<file path="config.mk">
export PLATFORM = sky130hd
export DESIGN_NAME = swcmp_timer
export DESIGN_NICKNAME = d
export VERILOG_FILES = /design/src/rtl/swcmp_timer_pkg.sv /design/src/rtl/swcmp_prescale.sv /design/src/rtl/swcmp_counter.sv /design/src/rtl/swcmp_channel.sv /design/src/rtl/swcmp_timer.sv
export SDC_FILE = /design/constraint.sdc
export NUM_CORES = 1
export LEC_CHECK = 0
export BUFFER_PORTS_ARGS = -buffer_cell sky130_fd_sc_hd__buf_2
export CORE_ASPECT_RATIO = 0.75
export CORE_MARGIN = 8
export CORE_UTILIZATION = 60
export DETAILED_ROUTE_END_ITERATION = 12
export GPL_TIMING_DRIVEN = 0
export HOLD_SLACK_MARGIN = 0.03
export PLACE_DENSITY_LB_ADDON = 0.12
export SLEW_MARGIN = 20
export SYNTH_ARGS = -nofsm -noshare
export SYNTH_HDL_FRONTEND = slang
export SYNTH_SLANG_ARGS = --single-unit
</file>
<file path="constraint.sdc">
create_clock -name clk -period 5.6 [get_ports clk]
set_clock_uncertainty 0.05 [all_clocks]
set_input_delay 0 -clock clk [delete_from_list [all_inputs] [get_ports clk]]
set_output_delay 0 -clock clk [all_outputs]
set_load 0.01 [all_outputs]
</file>
<file path="src/rtl/swcmp_timer_pkg.sv">
// Package: shared register offsets and field encodings for the timer.
// Assumes byte offsets on an 8-bit address and a 32-bit data bus.
package swcmp_timer_pkg;
    localparam logic [7:0] OFS_IDENT  = 8'h04;
    localparam logic [7:0] OFS_CTRL   = 8'h10;
    localparam logic [7:0] OFS_COUNT  = 8'h14;
    localparam logic [7:0] OFS_LIMIT  = 8'h18;
    localparam logic [7:0] OFS_STAT   = 8'h1C;
    localparam logic [7:0] OFS_CHCTL  = 8'h20;
    localparam logic [7:0] OFS_CHVAL  = 8'h24;

    localparam int DIV_W = 3;

    typedef enum logic [1:0] {
        SRC_HALT = 2'd0,
        SRC_TICK = 2'd1
    } src_e;

    localparam logic [3:0]       CH_MODE_SWCMP = 4'h1;
    localparam logic [DIV_W-1:0] DIV_RESET     = 3'd3;
endpackage

</file>
<file path="src/rtl/swcmp_prescale.sv">
// Power-of-two divider: produces a one-cycle tick every 2^div cycles while run is high.
// Assumes div is held stable while running; clr restarts the phase at zero.
module swcmp_prescale #(
    parameter int DIV_W = 3
) (
    input  logic             clk,
    input  logic             rst_n,
    input  logic             run,
    input  logic             clr,
    input  logic [DIV_W-1:0] div,
    output logic             tick
);
    localparam int PH_W = (1 << DIV_W) - 1;

    logic [PH_W-1:0] phase;
    logic [PH_W-1:0] mask;

    // Low div bits of the phase that must all be ones for a tick.
    always_comb mask = ~({PH_W{1'b1}} << div);

    // Tick when the masked phase is complete.
    always_comb tick = run && ((phase & mask) == mask);

    // Phase advances while running and restarts on clear.
    always_ff @(posedge clk) begin
        if (!rst_n || clr) phase <= '0;
        else if (run)      phase <= phase + 1'b1;
    end
endmodule

</file>
<file path="src/rtl/swcmp_counter.sv">
// Up-counter with a programmable wrap limit and a sticky overflow flag.
// Assumes tick is already suppressed in the cycle of a clear.
module swcmp_counter #(
    parameter int W = 16
) (
    input  logic         clk,
    input  logic         rst_n,
    input  logic         tick,
    input  logic         clr,
    input  logic         ovf_clr,
    input  logic [W-1:0] limit,
    output logic [W-1:0] cnt,
    output logic [W-1:0] cnt_next,
    output logic         ovf
);
    logic at_limit;

    // Next value taken on a tick: zero after the limit, else increment.
    always_comb begin
        at_limit = (cnt == limit);
        cnt_next = at_limit ? '0 : cnt + 1'b1;
    end

    // Counter register.
    always_ff @(posedge clk) begin
        if (!rst_n || clr) cnt <= '0;
        else if (tick)     cnt <= cnt_next;
    end

    // Overflow flag: a wrap wins over a simultaneous clear.
    always_ff @(posedge clk) begin
        if (!rst_n)                ovf <= 1'b0;
        else if (tick && at_limit) ovf <= 1'b1;
        else if (ovf_clr)          ovf <= 1'b0;
    end


    hold_without_tick_chk: assert property (@(posedge clk) disable iff (!rst_n)
        (!tick && !clr) |=> $stable(cnt));

    wrap_to_zero_chk: assert property (@(posedge clk) disable iff (!rst_n)
        (tick && !clr && cnt == limit) |=> (cnt == '0 && ovf));

    clear_to_zero_chk: assert property (@(posedge clk) disable iff (!rst_n)
        clr |=> (cnt == '0));
endmodule

</file>
<file path="src/rtl/swcmp_channel.sv">
// Software-compare channel: sets a sticky flag when the counter steps onto the compare value.
// Assumes cnt_next is the value the counter takes on this tick.
module swcmp_channel #(
    parameter int W = 16
) (
    input  logic         clk,
    input  logic         rst_n,
    input  logic         tick,
    input  logic         armed,
    input  logic         clr,
    input  logic [W-1:0] cnt_next,
    input  logic [W-1:0] cmpv,
    output logic         flag
);
    logic hit;

    // A hit is a tick onto the compare value in software-compare mode.
    always_comb hit = tick && armed && (cnt_next == cmpv);

    // Flag register: a hit wins over a simultaneous clear so no event is lost.
    always_ff @(posedge clk) begin
        if (!rst_n)   flag <= 1'b0;
        else if (hit) flag <= 1'b1;
        else if (clr) flag <= 1'b0;
    end


    flag_needs_hit_chk: assert property (@(posedge clk) disable iff (!rst_n)
        $rose(flag) |-> $past(armed && tick && cnt_next == cmpv));

    flag_clears_chk: assert property (@(posedge clk) disable iff (!rst_n)
        (clr && !(armed && tick && cnt_next == cmpv)) |=> !flag);
endmodule

</file>
<file path="src/rtl/swcmp_timer.sv">
// Timer top: register file, read mux and wiring of divider, counter and compare channel.
// Assumes single-cycle writes (bus_sel && bus_wr) and combinational reads.
module swcmp_timer
    import swcmp_timer_pkg::*;
#(
    parameter int CNT_W = 16
) (
    input  logic        clk,
    input  logic        rst_n,
    input  logic        bus_sel,
    input  logic        bus_wr,
    input  logic [7:0]  bus_addr,
    input  logic [31:0] bus_wdata,
    output logic [31:0] bus_rdata,
    output logic        irq
);
    localparam logic [31:0] IDENT_WORD = 32'(8'(CNT_W)) << 16;

    logic             wr_en;
    logic             wr_ctrl, wr_count, wr_limit, wr_stat, wr_chctl, wr_chval;
    logic [DIV_W-1:0] div_q;
    src_e             src_q;
    logic [CNT_W-1:0] limit_q, cmpv_q, cnt, cnt_next;
    logic [3:0]       chmode_q;
    logic             chie_q;
    logic             run, tick_raw, tick, ovf, flag, armed, flag_clr;
    logic             unused_wdata;

    assign unused_wdata = ^bus_wdata;

    // Write strobes per register.
    always_comb begin
        wr_en    = bus_sel && bus_wr;
        wr_ctrl  = wr_en && (bus_addr == OFS_CTRL);
        wr_count = wr_en && (bus_addr == OFS_COUNT);
        wr_limit = wr_en && (bus_addr == OFS_LIMIT);
        wr_stat  = wr_en && (bus_addr == OFS_STAT);
        wr_chctl = wr_en && (bus_addr == OFS_CHCTL);
        wr_chval = wr_en && (bus_addr == OFS_CHVAL);
    end

    // Control register fields: divide exponent and counter source.
    always_ff @(posedge clk) begin
        if (!rst_n) begin
            div_q <= DIV_RESET;
            src_q <= SRC_HALT;
        end else if (wr_ctrl) begin
            div_q <= bus_wdata[DIV_W-1:0];
            src_q <= src_e'(bus_wdata[4:3]);
        end
    end

    // Limit register, free-running after reset.
    always_ff @(posedge clk) begin
        if (!rst_n)        limit_q <= '1;
        else if (wr_limit) limit_q <= bus_wdata[CNT_W-1:0];
    end

    // Channel control and compare value.
    always_ff @(posedge clk) begin
        if (!rst_n) begin
            chmode_q <= '0;
            chie_q   <= 1'b0;
            cmpv_q   <= '0;
        end else begin
            if (wr_chctl) begin
                chmode_q <= bus_wdata[5:2];
                chie_q   <= bus_wdata[6];
            end
            if (wr_chval) cmpv_q <= bus_wdata[CNT_W-1:0];
        end
    end

    // Derived controls: run state, tick gating on clear, channel arming and flag clear.
    always_comb begin
        run      = (src_q == SRC_TICK);
        tick     = tick_raw && !wr_count;
        armed    = (chmode_q == CH_MODE_SWCMP);
        flag_clr = (wr_stat && bus_wdata[0]) || (wr_chctl && bus_wdata[7]);
    end

    swcmp_prescale #(.DIV_W(DIV_W)) u_pre (
        .clk(clk), .rst_n(rst_n), .run(run), .clr(wr_count),
        .div(div_q), .tick(tick_raw)
    );

    swcmp_counter #(.W(CNT_W)) u_cnt (
        .clk(clk), .rst_n(rst_n), .tick(tick), .clr(wr_count),
        .ovf_clr(wr_ctrl && bus_wdata[7]), .limit(limit_q),
        .cnt(cnt), .cnt_next(cnt_next), .ovf(ovf)
    );

    swcmp_channel #(.W(CNT_W)) u_ch (
        .clk(clk), .rst_n(rst_n), .tick(tick), .armed(armed), .clr(flag_clr),
        .cnt_next(cnt_next), .cmpv(cmpv_q), .flag(flag)
    );

    // Read mux.
    always_comb begin
        case (bus_addr)
            OFS_IDENT: bus_rdata = IDENT_WORD;
            OFS_CTRL:  bus_rdata = 32'({ovf, 2'b00, src_q, div_q});
            OFS_COUNT: bus_rdata = 32'(cnt);
            OFS_LIMIT: bus_rdata = 32'(limit_q);
            OFS_STAT:  bus_rdata = 32'(flag);
            OFS_CHCTL: bus_rdata = 32'({flag, chie_q, chmode_q, 2'b00});
            OFS_CHVAL: bus_rdata = 32'(cmpv_q);
            default:   bus_rdata = '0;
        endcase
    end

    // Level interrupt.
    always_comb irq = flag && chie_q;
endmodule

</file>
==> results of run 1 <==
==> metal layers <==
layer	part of all wire [%]	global-route usage (%)	routed length, µm
met3	9.4	5.73	1170
met4	1.5	9.15	192
met2	44	40.7	5500
met1	45	34.4	5610
met5	0	0	0
==> how the worst max path moves through the flow <==
| stage | startpoint | to | slack [ns] |
|---|---|---|---|
| floorplan | u_cnt.cnt[10]$_SDFFE_PP0P_ | u_ch.flag$_SDFFE_PN0P_ | 3.19 |
| global placement | u_cnt.cnt[2]$_SDFFE_PP0P_ | u_ch.flag$_SDFFE_PN0P_ | 2.75 |
| detailed placement | u_cnt.cnt[2]$_SDFFE_PP0P_ | u_ch.flag$_SDFFE_PN0P_ | 2.72 |
| CTS | u_cnt.cnt[2]$_SDFFE_PP0P_ | u_ch.flag$_SDFFE_PN0P_ | 2.70 |
| global route | u_cnt.cnt[3]$_SDFFE_PP0P_ | u_ch.flag$_SDFFE_PN0P_ | 2.54 |
| finish | u_cnt.cnt[2]$_SDFFE_PP0P_ | u_ch.flag$_SDFFE_PN0P_ | 2.71 |
==> report_power, final <==
| group | total, mW | internal, mW | switching (mW) |
|---|---|---|---|
| sequential | 0.477 | 0.476 | 0.000387 |
| combinational | 0.0607 | 0.0284 | 0.0323 |
| clock | 0.417 | 0.209 | 0.208 |
| total | 0.954 | 0.713 | 0.241 |
==> tightest hold or removal path: cells and delay by family <==
kind,cells,cell delay (ns)
simple gates,3,0.28
buf+inv,1,0.14
==> sequential cells by signal, indices dropped and copies added (netlist names) <==
name and cells:
chie_q 1, chmode_q 4, cmpv_q 16, div_q 3, limit_q 16, src_q 2, u_ch.flag 1, u_cnt.cnt 16
u_cnt.ovf 1, u_pre.phase 7
==> cells in the mapped netlist, types with 2 or more instances <==
| master | instances | area share (%) |
|---|---|---|
| nand2_1 | 90 | 8.1 |
| dfxtp_1 | 67 | 32 |
| nor2_1 | 47 | 4.2 |
| a21oi_1 | 37 | 4.4 |
| nand3_1 | 31 | 3.7 |
| xnor2_1 | 29 | 6.1 |
| buf_2 | 21 | 2.5 |
| buf_4 | 20 | 3.6 |
| o21ai_0 | 20 | 2.4 |
| inv_1 | 16 | 1.4 |
| mux2i_1 | 15 | 3.6 |
| a222oi_1 | 14 | 3.3 |
| nand4_1 | 14 | 2.1 |
| clkbuf_1 | 12 | 1.1 |
| nor3_1 | 9 | 1.1 |
| xor2_1 | 9 | 1.9 |
| nor2b_1 | 8 | 1.2 |
| nand3b_1 | 7 | 1.3 |
| and3_1 | 5 | 0.75 |
| and4_1 | 4 | 0.84 |
| nand2b_1 | 4 | 0.60 |
| o211ai_1 | 4 | 0.72 |
| and2_1 | 3 | 0.45 |
| buf_6 | 3 | 0.81 |
| a2111oi_0 | 2 | 0.42 |
| a22o_1 | 2 | 0.42 |
| and3b_1 | 2 | 0.42 |
| ha_1 | 2 | 0.60 |
| nand4b_1 | 2 | 0.42 |
| nor3b_1 | 2 | 0.36 |
| nor4_2 | 2 | 0.60 |
| o22a_1 | 2 | 0.42 |
==> layout make-up <==
| class | count | area [µm²] | area share [%] |
|---|---|---|---|
| Timing Repair Buffer | 62 | 395 | 8.00 |
| Multi-Input combinational cell | 410 | 2500 | 50.6 |
| Clock buffer | 9 | 124 | 2.51 |
| Inverter | 17 | 63.8 | 1.29 |
| Clock inverter | 7 | 75.1 | 1.52 |
| Tap cell | 84 | 105 | 2.13 |
| Sequential cell | 67 | 1340 | 27.2 |
| Buffer | 56 | 334 | 6.76 |
==> layout by cell type (no fill, tap or decap), types with 8 or more instances in the layout <==
master / Yosys / layout
nor3_1: 9 / 9
dlygate4sd3_1: 0 / 17
nand3_1: 31 / 31
o21ai_0: 20 / 20
xor2_1: 9 / 9
dfxtp_1: 67 / 67
conb_1: 1 / 15
buf_4: 20 / 20
buf_2: 21 / 66
clkbuf_8: 0 / 9
nor2b_1: 8 / 8
nand4_1: 14 / 14
nand2_1: 90 / 90
nor2_1: 47 / 47
inv_1: 16 / 16
xnor2_1: 29 / 29
a21oi_1: 37 / 37
mux2i_1: 15 / 15
clkbuf_1: 12 / 12
a222oi_1: 14 / 14
==> logic make-up (layout without fill, tap and decap cells) <==
logic type,Yosys count,after routing
adders and majority gates,2,2
xor gates and xnor gates,40,40
and+or+nand+nor,241,241
AOI/OAI and AO/OA,95,95
DFF,67,67
other,1,15
buffers and inverters,73,151
muxes,17,17
==> results.ini, run 1 <==
[synthesis]
yosysWarnings=0
async_flop_share_pct=0
synth_simple_gate_area_share_pct=29.4
synth_cells=536
ys_seq_area_share_pct=32.0
synth_top_family_by_area=simple AND/OR/NAND/NOR gates
synthXorXnorAreaFrac_pct=9.05
synth-compound-area-share_pct=14.9
postSynthAreaPerCell_um2=7.81
synth_seq_cells=67
synthAdderAreaFrac_pct=0.598
synthMuxAreaShare_pct=4.39
netlist_area_mm2=0.00419
synth-edff-count=0
yosysUniqueCellTypes=63
synthFlopType=dfxtp_1

[run_status]
outcome=completed

[pwr]
ir_drop_mv=0.162
total_power_mw=0.954
leakagePower_nw=2.13
power_density_mw_per_mm2=193

[worst_setup_path]
crit_fanout=10
start_kind=flip-flop
reg2reg_depth=8
required_ns=5.82
setup.worst_path.class=reg -> reg
max_stage_delay_ns=0.56
endpoint_kind=flip-flop
crit_slowest_cell=nor4_4
crit_family=compound AO/OA/AOI/OAI gates
cp_data_arrival_time_ns=3.11
cp.depth=8
cp_cell_sequence=buf_4 -> xnor2_1 -> nand4_1 -> nor4_4 -> mux2_1 -> a2111oi_0 -> o2111ai_1 -> o31ai_2
r2r_end=u_ch.flag$_SDFFE_PN0P_
worstPathBufferInverterCount=1
rrSetupSlack_ns=2.71
worst_r2r_startpoint=u_cnt.cnt[2]$_SDFFE_PP0P_

[grt]
grt_max_degree=14
grt_pass1_vias=4080
antenna_found_initial=0
overflow=0
grt_pass1_wl_mm=20.5
track_usage_pct=25.9

[timing]
setup_tns_ns=0
hold_viol=0
grt_setup_unrepaired=no
fin_crit_ns=2.89
setup_ws_ns=2.71
hold-worst-slack_ns=0.0456
relSlewSlack_pct=54.5
fmaxAchievable_ghz=0.346
worstMarginPinSlew_ns=0.679
drv_slew=0
period_share_pct=51.7
setup_violations=0

[clock_network]
cts_tree=built
h-tree-depth=3
clock-sinks=67
cts_root_buffer=clkbuf_8
ctsHoldBuffers=17
path_clk_slew_ns=0.08
cts_inserted_buffers=9
cts_resized=0
clkLatencyLatePin_ns=0.36
cts_setup_buffers=0
clockBufferDepth=2

[place]
placed_cell_area_mm2=0.00457
port-buffer-count=45
dp.cells=679
place_ws_ns=2.72
hpwl_mm=9.31
gp_congestion=0.948

[die]
core-area_mm2=0.00680
die_h_um=88.4
rows=26
start_util_pct=61.6
pin_count=77
die_w_um=112
die-area_mm2=0.00994

[routing]
viasPerCell=6.01
vias=4280
wl_per_cell_um=17.5
drcViolationCount=0
dr.pass1.iters=6
wirelength_mm=12.5
drtAntennaViolNets=0
drt_iter0_drc=512

[layout]
fillers=541
syn2layout_area_growth_pct=18.0
stdcell_count=712
diodes=0
final_util_pct=72.7
layout.nets=669
design_area_mm2=0.00494
drive_gt1_share_pct=18.6

[worst_hold_path]
min_to=limit_q[2]$_SDFFE_PN1P_
hp-class=in -> reg
holdPathStages=4
min_from=bus_wr

[run]
drv_cap=0

Note: power is estimated with default switching activity, not from simulation.
==> inputs of run 2 (changes only) <==
CORE_UTILIZATION = 51   (was 60)
clock period = 2.4 ns   (was 5.6 ns; I/O delays follow)
==> results.ini, run 2 (synthesized netlist as in run 1, its figures left out) <==
[clock_network]
clockBufferDepth=2  ; unchanged
clkLatencyLatePin_ns=0.36  ; about the same
cts_root_buffer=clkbuf_8
clock-sinks=67  ; unchanged
h-tree-depth=3  ; unchanged
path_clk_slew_ns=0.08  ; about the same
cts_inserted_buffers=9  ; unchanged
cts_tree=built

[pwr]
total_power_mw=2.27  ; +140%
swShare_pct=25.3  ; about the same
p_switching_mw=0.573  ; +140%
leakagePower_nw=2.27  ; +6.7%
p_int_mw=1.70  ; +140%
clkPwrFrac_pct=44.7  ; +1.0 points
pwr-share-comb_pct=6.3  ; about the same
power_frac_seq_pct=49.0  ; -0.9 points
ir_drop_mv=0.397  ; +140%
power_density_mw_per_mm2=434  ; +120%

[place]
placed_cell_area_mm2=0.00461  ; +0.79%
port-buffer-count=45  ; unchanged
hpwl_mm=9.31  ; about the same
dp.cells=700  ; +3.1%
gp_congestion=0.967  ; +2.0%

[worst_setup_path]
endpoint_kind=flip-flop
cp_data_arrival_time_ns=2.60  ; -0.51 ns
worstPathBufferInverterCount=1  ; unchanged
setup.worst_path.class=reg -> reg
start_kind=flip-flop
crit_fanout=6  ; -4
max_stage_delay_ns=0.35  ; -0.21 ns
required_ns=2.62  ; -3.20 ns
crit_family=compound AO/OA/AOI/OAI gates
crit_slowest_cell=dfxtp_1
cp_cell_sequence=ha_2 -> and3_1 -> buf_2 -> nand4_1 -> xnor2_1 -> nand4b_1 -> a211oi_2 -> o211ai_1 -> o31ai_2

[routing]
viasPerCell=5.79  ; -3.7%
dr.pass1.iters=9  ; +3
wl_per_cell_um=17.6  ; +0.59%
drcViolationCount=0  ; unchanged
wirelength_mm=13.2  ; +5.5%
drtAntennaViolNets=0  ; unchanged
vias=4326  ; +1.1%
drt_iter0_drc=514  ; +0.39%

[layout]
stdcell_count=747  ; +4.9%
layout_commonest_cell=nand2_1
design_area_mm2=0.00523  ; +5.9%
reg_top3=cmpv_q: 16 flops, limit_q: 16 flops, u_cnt.cnt: 16 flops
layout.nets=683  ; +2.1%
final_util_pct=66.0  ; -6.6 points
drive_gt1_share_pct=23.8  ; +5.2 points
syn2layout_area_growth_pct=24.9
diodes=0  ; unchanged
mostFrequentLayoutCells=nand2_1, dfxtp_1, buf_2

[timing]
grt_setup_unrepaired=yes
fmaxAchievable_ghz=0.421  ; +22%
hold_viol=0  ; unchanged
drv_slew=0  ; unchanged
setup_violations=0  ; unchanged
period_share_pct=99.0  ; +47 points
fin_crit_ns=2.38  ; -0.518 ns
relSlewSlack_pct=60.6  ; +6.1 points
worstMarginPinSlew_ns=0.586  ; -0.0935 ns

[die]
die_h_um=94.5  ; +6.9%
start_util_pct=52.9  ; -8.7 points
core-area_mm2=0.00792  ; +16%
die_w_um=121  ; +7.3%
pin_count=77  ; unchanged
rows=28  ; +7.7%
die-area_mm2=0.0114  ; +15%

[run_status]
outcome=completed

[worst_hold_path]
hp-class=in -> reg

[grt]
grt_pass1_wl_mm=20.6  ; +0.40%
antenna_found_initial=0  ; unchanged
grt_pass1_vias=4003  ; -1.9%
track_usage_pct=22.7  ; -3.2 points
overflow=0  ; unchanged
grt_max_degree=14  ; unchanged

[run]
drv_cap=0  ; unchanged

==> run 2: through the flow <==
stage	hold WS [ns]	setup WS (ns)	setup TNS (ns)
2_1_floorplan	-0.00247	0.00289	0
3_3_place_gp	0.178	-0.384	-0.677
3_5_place_dp	0.179	-0.462	-1.59
4_1_cts	0.0558	0.0283	0
5_1_grt	0.0683	-0.130	-0.190
6_report	0.0664	0.0248	0
==> run 2: what timing repair did <==
item,in CTS,in global routing
setup buffers,1,13
gates resized for setup,9,27
pin swaps,4,6
endpoints found under the hold margin,46,0
hold buffers,17,0
setup endpoints to repair,17,17
==> run 2: power groups by stage <==
stage	clock, mW	combinational (mW)	sequential [mW]
6_report	1.01	0.143	1.11
5_1_grt	1.06	0.154	1.11
4_1_cts	1.02	0.139	1.11
3_5_place_dp	0	0.117	1.14
3_3_place_gp	0	0.117	1.14
2_1_floorplan	0	0.0679	1.14
==> run 2: final cells by class <==
type                       count  area (µm²)
clock inverter                 6        72.6
tap                          105         131
inverter                      17        63.8
buffer                        56         373
fill                         723        2690
sequential                    67        1350
clock buffer                  10         138
timing repair buffer          76         498
multi-input combinational    410        2610
==> run 2: final timing paths <==
path / endpoint / slack [ns] / cells after the start / start
worst min register to register: limit_q[11]$_SDFFE_PN1P_ / 0.46 / 2 / limit_q[11]$_SDFFE_PN1P_
worst max register to register: u_ch.flag$_SDFFE_PN0P_ / 0.02 / 9 / u_cnt.cnt[0]$_SDFFE_PP0P_
worst min-delay path: limit_q[3]$_SDFFE_PN1P_ / 0.07 / 4 / bus_wr
worst max-delay path: u_ch.flag$_SDFFE_PN0P_ / 0.02 / 9 / u_cnt.cnt[0]$_SDFFE_PP0P_
==> run 2: tightest hold or removal path, cell delays in order <==
cell and delay (ns):
buf_2 0.14, nand3_2 0.16, nand2_1 0.07, nand3_1 0.07
==> run 2: routing by layer <==
layer,GRT usage [%],routed length [µm],vias up
li1,-,-,2050
met1,30.2,5900,2030
met2,35.6,5810,223
met3,5.78,1240,23
met4,6.53,218,0
met5,0,0,-
==> inputs of run 3 (changes only) <==
CORE_UTILIZATION = 60   (was 51)
REMOVE_ABC_BUFFERS = 1   (was unset)
clock period = 2.9 ns   (was 2.4 ns; I/O delays follow)
==> results.ini, run 3 (synthesized netlist as in run 1, its figures left out) <==
[run_status]
outcome=completed

[pwr]
ir_drop_mv=0.286  ; -28%
total_power_mw=1.85  ; -19%
pwr-share-comb_pct=5.3  ; -1.0 points
clkPwrFrac_pct=45.0  ; +0.3 points
p_int_mw=1.42  ; -16%
p_switching_mw=0.428  ; -25%
power_density_mw_per_mm2=383  ; -12%
leakagePower_nw=1.94  ; -15%
power_frac_seq_pct=49.7  ; +0.7 points
swShare_pct=23.1  ; -2.1 points

[routing]
wirelength_mm=12.0  ; -8.6%
drcViolationCount=0  ; unchanged
viasPerCell=6.13  ; +5.9%
dr.pass1.iters=5  ; -4
vias=4121  ; -4.7%
drt_iter0_drc=379  ; -26%
drtAntennaViolNets=0  ; unchanged
wl_per_cell_um=17.9  ; +1.6%

[worst_hold_path]
holdPathStages=4  ; unchanged
hp-class=in -> reg
min_to=u_ch.flag$_SDFFE_PN0P_
min_from=bus_wr

[timing]
setup_tns_ns=0  ; unchanged
relSlewSlack_pct=44.4  ; -16 points
setup_violations=0  ; unchanged
hold_viol=0  ; unchanged
grt_setup_unrepaired=yes
fin_crit_ns=2.78  ; +0.408 ns
drv_slew=0  ; unchanged
worstMarginPinSlew_ns=0.828  ; +0.243 ns
hold-worst-slack_ns=0.132  ; +0.0660 ns
fmaxAchievable_ghz=0.359  ; -15%
period_share_pct=96.0  ; -3.0 points

[grt]
grt_pass1_wl_mm=20.2  ; -1.7%
track_usage_pct=25.4  ; +2.8 points
grt_max_degree=27  ; +13
grt_pass1_vias=4026  ; +0.57%
overflow=0  ; unchanged
antenna_found_initial=0  ; unchanged

[die]
die-area_mm2=0.00994  ; -13%
core-area_mm2=0.00680  ; -14%
die_w_um=112  ; -6.8%
die_h_um=88.4  ; -6.5%
rows=26  ; -7.1%
start_util_pct=61.6  ; +8.7 points
pin_count=77  ; unchanged

[place]
hpwl_mm=8.17  ; -12%
gp_congestion=0.930  ; -3.8%
port-buffer-count=45  ; unchanged
placed_cell_area_mm2=0.00426  ; -7.6%

[clock_network]
cts_root_buffer=clkbuf_8
clkLatencyLatePin_ns=0.36  ; about the same
clockBufferDepth=2  ; unchanged
path_clk_slew_ns=0.08  ; about the same
clock-sinks=67  ; unchanged
h-tree-depth=3  ; unchanged
cts_tree=built
cts_inserted_buffers=9  ; unchanged

[layout]
layout.nets=629  ; -7.9%
syn2layout_area_growth_pct=15.2
multi_input_area_mm2=0.00252  ; -3.1%
mostFrequentLayoutCells=nand2_1, dfxtp_1, nor2_1
reg_top3=cmpv_q: 16 flops, limit_q: 16 flops, u_cnt.cnt: 16 flops
diodes=0  ; unchanged
fillers=541  ; -25%
layout_commonest_cell=nand2_1
final_util_pct=70.9  ; +4.9 points
layout.area.seq_mm2=0.00136  ; +1.1%
design_area_mm2=0.00482  ; -7.8%
drive_gt1_share_pct=16.0  ; -7.8 points

[run]
drv_cap=0  ; unchanged

[worst_setup_path]
crit_fanout=13  ; +7
rrSetupSlack_ns=0.12  ; +0.09 ns
cpMostUsedCell=buf_6
endpoint_kind=flip-flop
setup.worst_path.class=reg -> reg
worstPathBufferInverterCount=2  ; +1
cp_data_arrival_time_ns=3.00  ; +0.40 ns
required_ns=3.12  ; +0.50 ns
crit_family=compound AO/OA/AOI/OAI gates
reg2reg_depth=9  ; unchanged
crit_slowest_cell=dfxtp_1
cp_cell_sequence=xnor2_1 -> nand4_1 -> nor4_4 -> buf_6 -> buf_6 -> mux2_1 -> a2111oi_2 -> o2111ai_1 -> o31ai_2
max_stage_delay_ns=0.47  ; +0.12 ns
start_kind=flip-flop
r2r_end=u_ch.flag$_SDFFE_PN0P_
worst_r2r_startpoint=u_cnt.cnt[15]$_SDFFE_PP0P_

[run 3: how the worst max path moves through the flow]
stage                               start                      to  slack (ns)  cells after the start
2_1_floorplan   u_cnt.cnt[8]$_SDFFE_PP0P_  u_ch.flag$_SDFFE_PN0P_       -0.12                      7
3_3_place_gp    u_cnt.cnt[8]$_SDFFE_PP0P_  u_ch.flag$_SDFFE_PN0P_       -0.83                      7
3_5_place_dp    u_cnt.cnt[8]$_SDFFE_PP0P_  u_ch.flag$_SDFFE_PN0P_       -0.49                      9
4_1_cts         u_cnt.cnt[3]$_SDFFE_PP0P_  u_ch.flag$_SDFFE_PN0P_       -0.11                      9
5_1_grt         u_cnt.cnt[4]$_SDFFE_PP0P_  u_ch.flag$_SDFFE_PN0P_       -0.02                      9
6_report       u_cnt.cnt[15]$_SDFFE_PP0P_  u_ch.flag$_SDFFE_PN0P_        0.12                      9
[run 3: layout make-up]
cell class	count	area share [%]
Clock buffer	12	3.42
Multi-Input combinational cell	410	52.3
Sequential cell	67	28.2
Inverter	17	1.32
Clock inverter	4	0.986
Tap cell	84	2.18
Timing Repair Buffer	78	11.5
[run 3: repair_timing]
| item | CTS | global route |
|---|---|---|
| resized for setup | 3 | 18 |
| endpoints found under the hold margin | 43 | 0 |
| buffers inserted | 1 | 0 |
| hold buffers | 30 | 0 |
| setup endpoints to repair | 13 | 26 |
| pin swaps | 1 | 0 |
[run 3: layer usage]
metal | up-vias | track usage (%) | wire length, µm
li1 | 1937 | - | -
met1 | 1917 | 33.9 | 5420
met2 | 232 | 38.8 | 5180
met3 | 35 | 7.23 | 1170
met4 | 0 | 8.66 | 269
met5 | - | 0 | 0
[run 3: power groups by stage]
stage | Combinational (mW) | Clock (mW) | Sequential, mW
5_1_grt | 0.107 | 0.879 | 0.918
3_5_place_dp | 0.0764 | 0 | 0.942
3_3_place_gp | 0.0759 | 0 | 0.942
2_1_floorplan | 0.0311 | 0 | 0.942
4_1_cts | 0.0948 | 0.832 | 0.920
6_report | 0.0980 | 0.832 | 0.918
[run 3: through the flow]
step	cells	setup WS, ns
after floorplan	494	-0.123
after global routing	672	-0.0222
final	672	0.117
after global placement	623	-0.825
after CTS	672	-0.114
after detailed placement	625	-0.487
[run 3: worst reg2reg max path: stages, from the launching register on]
cell       delay [ns]
dfxtp_1          0.47
xnor2_1          0.18
nand4_1          0.16
nor4_4           0.33
buf_6            0.21
buf_6            0.17
mux2_1           0.34
a2111oi_2        0.36
o2111ai_1        0.20
o31ai_2          0.24
